**src/rtl/coal_pkg.sv**
```systemverilog
package coal_pkg;
  typedef enum logic [1:0] {SEG_32 = 2'd0, SEG_64 = 2'd1, SEG_128 = 2'd2} seg_e;
  typedef enum logic [1:0] {ST_IDLE = 2'd0, ST_CALC = 2'd1, ST_SEND = 2'd2} st_e;

  function automatic seg_e seg_for_size(input logic [1:0] sz);
    case (sz)
      2'd0:    return SEG_32;
      2'd1:    return SEG_64;
      default: return SEG_128;
    endcase
  endfunction
endpackage

```
**src/rtl/coal_leader.sv**
```systemverilog
module coal_leader #(
  parameter int LANES = 16,
  localparam int LW = $clog2(LANES)
) (
  input  logic [LANES-1:0] pend_i,
  output logic [LW-1:0]    idx_o,
  output logic             any_o
);
  always_comb begin
    idx_o = '0;
    for (int i = LANES - 1; i >= 0; i--) begin
      if (pend_i[i]) idx_o = LW'(i);
    end
    any_o = |pend_i;
  end
endmodule

```
**src/rtl/coal_match.sv**
```systemverilog
module coal_match
  import coal_pkg::*;
#(
  parameter int LANES = 16,
  parameter int AW    = 32
) (
  input  logic [LANES-1:0]    pend_i,
  input  logic [LANES*AW-1:0] addr_i,
  input  logic [AW-1:0]       lead_addr_i,
  input  seg_e                seg_i,
  output logic [LANES-1:0]    hit_o
);
  localparam logic [AW-1:0] ONE = AW'(1);
  logic [AW-1:0] seg_mask;

  always_comb seg_mask = ~((ONE << (5 + int'(seg_i))) - ONE);

  for (genvar g = 0; g < LANES; g++) begin : g_lane
    assign hit_o[g] = pend_i[g] &&
                      ((addr_i[g*AW +: AW] & seg_mask) == (lead_addr_i & seg_mask));
  end
endmodule

```
**src/rtl/coal_reduce.sv**
```systemverilog
module coal_reduce
  import coal_pkg::*;
#(
  parameter int LANES = 16,
  parameter int AW    = 32
) (
  input  logic [LANES-1:0]    hit_i,
  input  logic [LANES*AW-1:0] addr_i,
  input  logic [AW-1:0]       lead_addr_i,
  input  seg_e                seg_i,
  output logic [AW-1:0]       base_o,
  output seg_e                seg_o
);
  logic [LANES-1:0] b6, b5;
  logic split6, split5;
  seg_e s;

  for (genvar g = 0; g < LANES; g++) begin : g_bits
    assign b6[g] = addr_i[g*AW + 6];
    assign b5[g] = addr_i[g*AW + 5];
  end

  // a window is split when merged lanes sit on both sides of the half bit
  assign split6 = (|(hit_i & b6)) && (|(hit_i & ~b6));
  assign split5 = (|(hit_i & b5)) && (|(hit_i & ~b5));

  always_comb begin
    s = seg_i;
    if (s == SEG_128 && !split6) s = SEG_64;
    if (s == SEG_64 && !split5)  s = SEG_32;
    seg_o  = s;
    base_o = lead_addr_i & ~((AW'(1) << (5 + int'(s))) - AW'(1));
  end
endmodule

```
**src/rtl/coal_unit.sv**
```systemverilog
module coal_unit
  import coal_pkg::*;
#(
  parameter int LANES = 16,
  parameter int AW    = 32
) (
  input  logic                clk_i,
  input  logic                rst_ni,
  input  logic                start_i,
  input  logic [LANES-1:0]    lane_act_i,
  input  logic [LANES*AW-1:0] lane_addr_i,
  input  logic [LANES*2-1:0]  lane_size_i,
  output logic                busy_o,
  output logic                done_o,
  output logic                txn_valid_o,
  input  logic                txn_ready_i,
  output logic [AW-1:0]       txn_base_o,
  output logic [1:0]          txn_size_o,
  output logic [LANES-1:0]    txn_mask_o
);
  localparam int LW = $clog2(LANES);

  st_e                 st_q;
  logic [LANES-1:0]    pend_q;
  logic [LANES*AW-1:0] addr_q;
  logic [LANES*2-1:0]  size_q;

  logic [LW-1:0]    lead_idx;
  logic             lead_any;
  logic [AW-1:0]    lead_addr;
  seg_e             seg_init, seg_fin;
  logic [LANES-1:0] hit;
  logic [AW-1:0]    base_fin;

  coal_leader #(.LANES(LANES)) u_leader (
    .pend_i (pend_q),
    .idx_o  (lead_idx),
    .any_o  (lead_any)
  );

  assign lead_addr = addr_q[lead_idx*AW +: AW];
  assign seg_init  = seg_for_size(size_q[lead_idx*2 +: 2]);

  coal_match #(.LANES(LANES), .AW(AW)) u_match (
    .pend_i      (pend_q),
    .addr_i      (addr_q),
    .lead_addr_i (lead_addr),
    .seg_i       (seg_init),
    .hit_o       (hit)
  );

  coal_reduce #(.LANES(LANES), .AW(AW)) u_reduce (
    .hit_i       (hit),
    .addr_i      (addr_q),
    .lead_addr_i (lead_addr),
    .seg_i       (seg_init),
    .base_o      (base_fin),
    .seg_o       (seg_fin)
  );

  always_ff @(posedge clk_i or negedge rst_ni) begin
    if (!rst_ni) begin
      st_q        <= ST_IDLE;
      pend_q      <= '0;
      addr_q      <= '0;
      size_q      <= '0;
      done_o      <= 1'b0;
      txn_valid_o <= 1'b0;
      txn_base_o  <= '0;
      txn_size_o  <= '0;
      txn_mask_o  <= '0;
    end else begin
      done_o <= 1'b0;
      unique case (st_q)
        ST_IDLE: begin
          if (start_i) begin
            pend_q <= lane_act_i;
            addr_q <= lane_addr_i;
            size_q <= lane_size_i;
            if (|lane_act_i) st_q   <= ST_CALC;
            else             done_o <= 1'b1;
          end
        end
        ST_CALC: begin
          if (lead_any) begin
            txn_base_o  <= base_fin;
            txn_size_o  <= seg_fin;
            txn_mask_o  <= hit;
            txn_valid_o <= 1'b1;
            pend_q      <= pend_q & ~hit;
            st_q        <= ST_SEND;
          end else begin
            st_q   <= ST_IDLE;
            done_o <= 1'b1;
          end
        end
        ST_SEND: begin
          if (txn_ready_i) begin
            txn_valid_o <= 1'b0;
            if (pend_q == '0) begin
              st_q   <= ST_IDLE;
              done_o <= 1'b1;
            end else begin
              st_q <= ST_CALC;
            end
          end
        end
        default: st_q <= ST_IDLE;
      endcase
    end
  end

  assign busy_o = (st_q != ST_IDLE);
endmodule

```
**config.mk**
```make
export PLATFORM = sky130hd
export DESIGN_NAME = coal_unit
export DESIGN_NICKNAME = d
export VERILOG_FILES = /design/src/rtl/coal_pkg.sv /design/src/rtl/coal_leader.sv /design/src/rtl/coal_match.sv /design/src/rtl/coal_reduce.sv /design/src/rtl/coal_unit.sv
export SDC_FILE = /design/constraint.sdc
export NUM_CORES = 2
export LEC_CHECK = 0
export CORE_MARGIN = 2
export CORE_UTILIZATION = 54
export DETAILED_ROUTE_END_ITERATION = 10
export PLACE_DENSITY = 0.84
export SETUP_SLACK_MARGIN = 0.05
export SLEW_MARGIN = 25
export SYNTH_ARGS = -nofsm -noshare
export SYNTH_HDL_FRONTEND = slang
export SYNTH_SLANG_ARGS = --single-unit
```
**constraint.sdc**
```tcl
create_clock -name clk_i -period 5.7 [get_ports clk_i]
set_clock_uncertainty 0.1 [all_clocks]
set_input_delay 1.71 -clock clk_i [delete_from_list [all_inputs] [get_ports clk_i]]
set_output_delay 1.71 -clock clk_i [all_outputs]
set_load 0.02 [all_outputs]
```
==> metrics.yaml <==
rows: 92
synth_fa_ha_area_share_pct: 0.0364
slew_viol_final: 0
dp_hpwl_mm: 135
finalHoldViolCount: 0
setup_ws_ns: -0.0454
cp.required_ns: 6.15
r2r_start: "pend_q[2]"
ys_seq_area_share_pct: 38.8
fmax_mhz: 174
cts_buffers: 57
layout-area-overhead-vs-synth_pct: 35.8
status: "finished with violations"
netlist_instances: 4210
synth_top_family_by_area: "simple AND/OR/NAND/NOR gates"
io_buffers: 536
critPathMaxFanout: 18
hp-start: "addr_q[16]"
num-fill-cells: 4552
clk_pin_slew_ns: 0.08
synth_ff_type: "dfrtp_1"
num_vias: 39777
worst_pin_slew_ns: 1.04
clockBufferDepth: 3
cts_sinks: 534
cts_root_buf: "clkbuf_16"
rsz0062_at_grt: "yes"
grt.total_usage_pct: 51.8
core_area_um2: 63100
wirelength_mm: 175
endpoint_kind: "flop"
synth_xor_xnor_area_share_pct: 6.90
layout_commonest_cell: "nand2_1"
detail_route.wl_per_cell_um: 29.3
start_kind: "flop"
grt_max_degree: 189
ff2ff_setup_slack_ns: -0.05
grt_overflow: 0
drive_gt1_share_pct: 17.4
die_area_um2: 65800
synthesis.area_um2: 34400
num-nets-final: 5648
min_period_over_period_pct: 101
relSlewSlack_pct: 30.9
async_flop_share_pct: 100
clock_latency_ns: 0.68
dp_slack_ns: -0.132
crit_start: "pend_q[2]"
synth_edf_count: 0
report.final.setup_viol: 1
dr.pass1.iters: 9
die_h_um: 256
syn_area_per_cell_um2: 8.18
antenna_found_initial: 8
worstPathArrival_ns: 6.19
drc: 0
crit_type: "flop to flop"
synthSimpleGateAreaFrac_pct: 26.9
ys_types: 96
die_w_um: 256
hold_class: "flop to flop"
setup_tns_ns: -0.0454
final_cell_mix: "1,430 x nand2_1, 554 x buf_4, 535 x clkdlybuf4s50_1, 533 x dfrtp_1, 197 x xnor2_1"
syn_nets: 4775
synth_mux_area_share_pct: 5.31
cts_tree: "built"
yosys_warnings: 0
ys_seq_elements: 534
io_pins: 617
drt_iter0_drc: 6675
start_util_pct: 54.6
synth_compound_area_share_pct: 16.8
maxCapViolations: 0
ant_nets: 0
gp_congestion: 1.12
htreeDepth: 2
period_minus_slack_ns: 5.75
grt_pass1_vias: 37503
grt_pass1_wl_mm: 251
routed_via_density: 6.65
fin_util_pct: 74.1
violations: "negative setup slack"
-- synth_stat cells (25+ instances only) --
cell	instances	share of area, %
nor4_1	77	1.4
o211ai_1	61	1.3
clkbuf_1	177	1.9
nor2_1	78	0.85
and3_1	46	0.84
nand2_1	1434	16
o2111ai_1	35	0.89
a2111oi_0	37	0.94
buf_2	68	0.99
dfrtp_1	534	39
inv_1	73	0.80
o221ai_1	30	0.76
a211oi_1	65	1.4
nand4_1	57	1.0
mux2i_1	90	2.6
a221oi_1	41	1.0
mux2_2	27	0.88
o21ai_0	193	2.8
nor3_1	76	1.1
or3_1	38	0.69
or4_1	38	0.83
xnor2_1	199	5.1
xor2_1	72	1.8
nand3_1	99	1.4
a21oi_1	80	1.2
a211o_1	25	0.64
-- critical path, cell delays in order, from the launching register on --
cell and delay, ns:
dfrtp_1 0.45, buf_4 0.18, nor2_1 0.17, buf_4 0.18
o21ai_0 0.20, a22oi_2 0.30, buf_12 0.23, buf_6 0.22
mux2i_1 0.23, mux2i_1 0.12, buf_4 0.17, a22oi_1 0.32
and2_1 0.38, buf_4 0.19, nand2_1 0.21, buf_4 0.24
o2111a_1 0.33, and4b_1 0.25, nand3_1 0.09, buf_4 0.15
o22ai_1 0.08, a211oi_1 0.27, a311oi_2 0.15, buf_4 0.17
o31ai_1 0.22
-- layer usage --
metal	GRT usage (%)	routed length [um]	share of wire (%)
met1	67.7	62900	36
met5	0	60	0.034
met4	32.4	14000	8.0
met3	18.1	27400	16
met2	73.2	70700	40
-- sequential cells by signal, indices dropped and copies added, names as in the netlist --
name         flops
txn_valid_o      1
txn_size_o       2
txn_base_o      32
pend_q          16
size_q          32
txn_mask_o      16
addr_q         432
done_o           1
st_q             2
-- final timing paths --
kind,end,depth (start not counted)
min in group asynchronous,size_q[18],1
worst min-delay path,addr_q[16],2
worst max-delay path,txn_base_o[5],24
max in group asynchronous,pend_q[9],2
worst max register to register,txn_base_o[5],24
worst min register to register,addr_q[16],2
-- per-stage QoR --
step / cells / hold slack [ns] / cell area, um2
final: 5980 / 0.386 / 46700
after global routing: 5977 / 0.400 / 46700
after CTS: 5963 / 0.383 / 46300
after detailed placement: 5856 / 0.361 / 44200
after global placement: 5856 / 0.350 / 44200
after floorplan: 4210 / 0.337 / 34400
-- cells by family (layout without fill, tap and decap cells) --
logic type,Yosys count,in the layout
XOR/XNOR,271,271
AND/OR/NAND/NOR,2067,2067
other,2,5
flip-flops,534,534
multiplexers,147,147
adder cells (fa/ha/maj),1,1
AO/OA/AOI/OAI,798,798
buffers and inverters,390,1311
-- area by class of cell --
cell class | instances | area [um2] | share of cell area [%]
Clock inverter | 35 | 533 | 1.14
Tap cell | 846 | 1060 | 2.26
Clock buffer | 72 | 1570 | 3.36
Inverter | 73 | 274 | 0.586
Timing Repair Buffer | 1131 | 10300 | 22.1
Multi-Input combinational cell | 3286 | 19600 | 41.9
Antenna cell | 3 | 7.51 | 0.0161
Sequential cell | 534 | 13400 | 28.6
-- what timing repair did --
item | 4_1_cts | 5_1_grt
gates resized for setup | 5 | 70
buffers inserted | 0 | 13
pin swaps | 0 | 8
cloned | 0 | 1
endpoints found under the setup margin | 4 | 4
hold buffers | 0 | 0
Power is left out: the tool's default activity adds up to more than one toggle a clock period on the data nets, which glitch-free logic cannot reach.
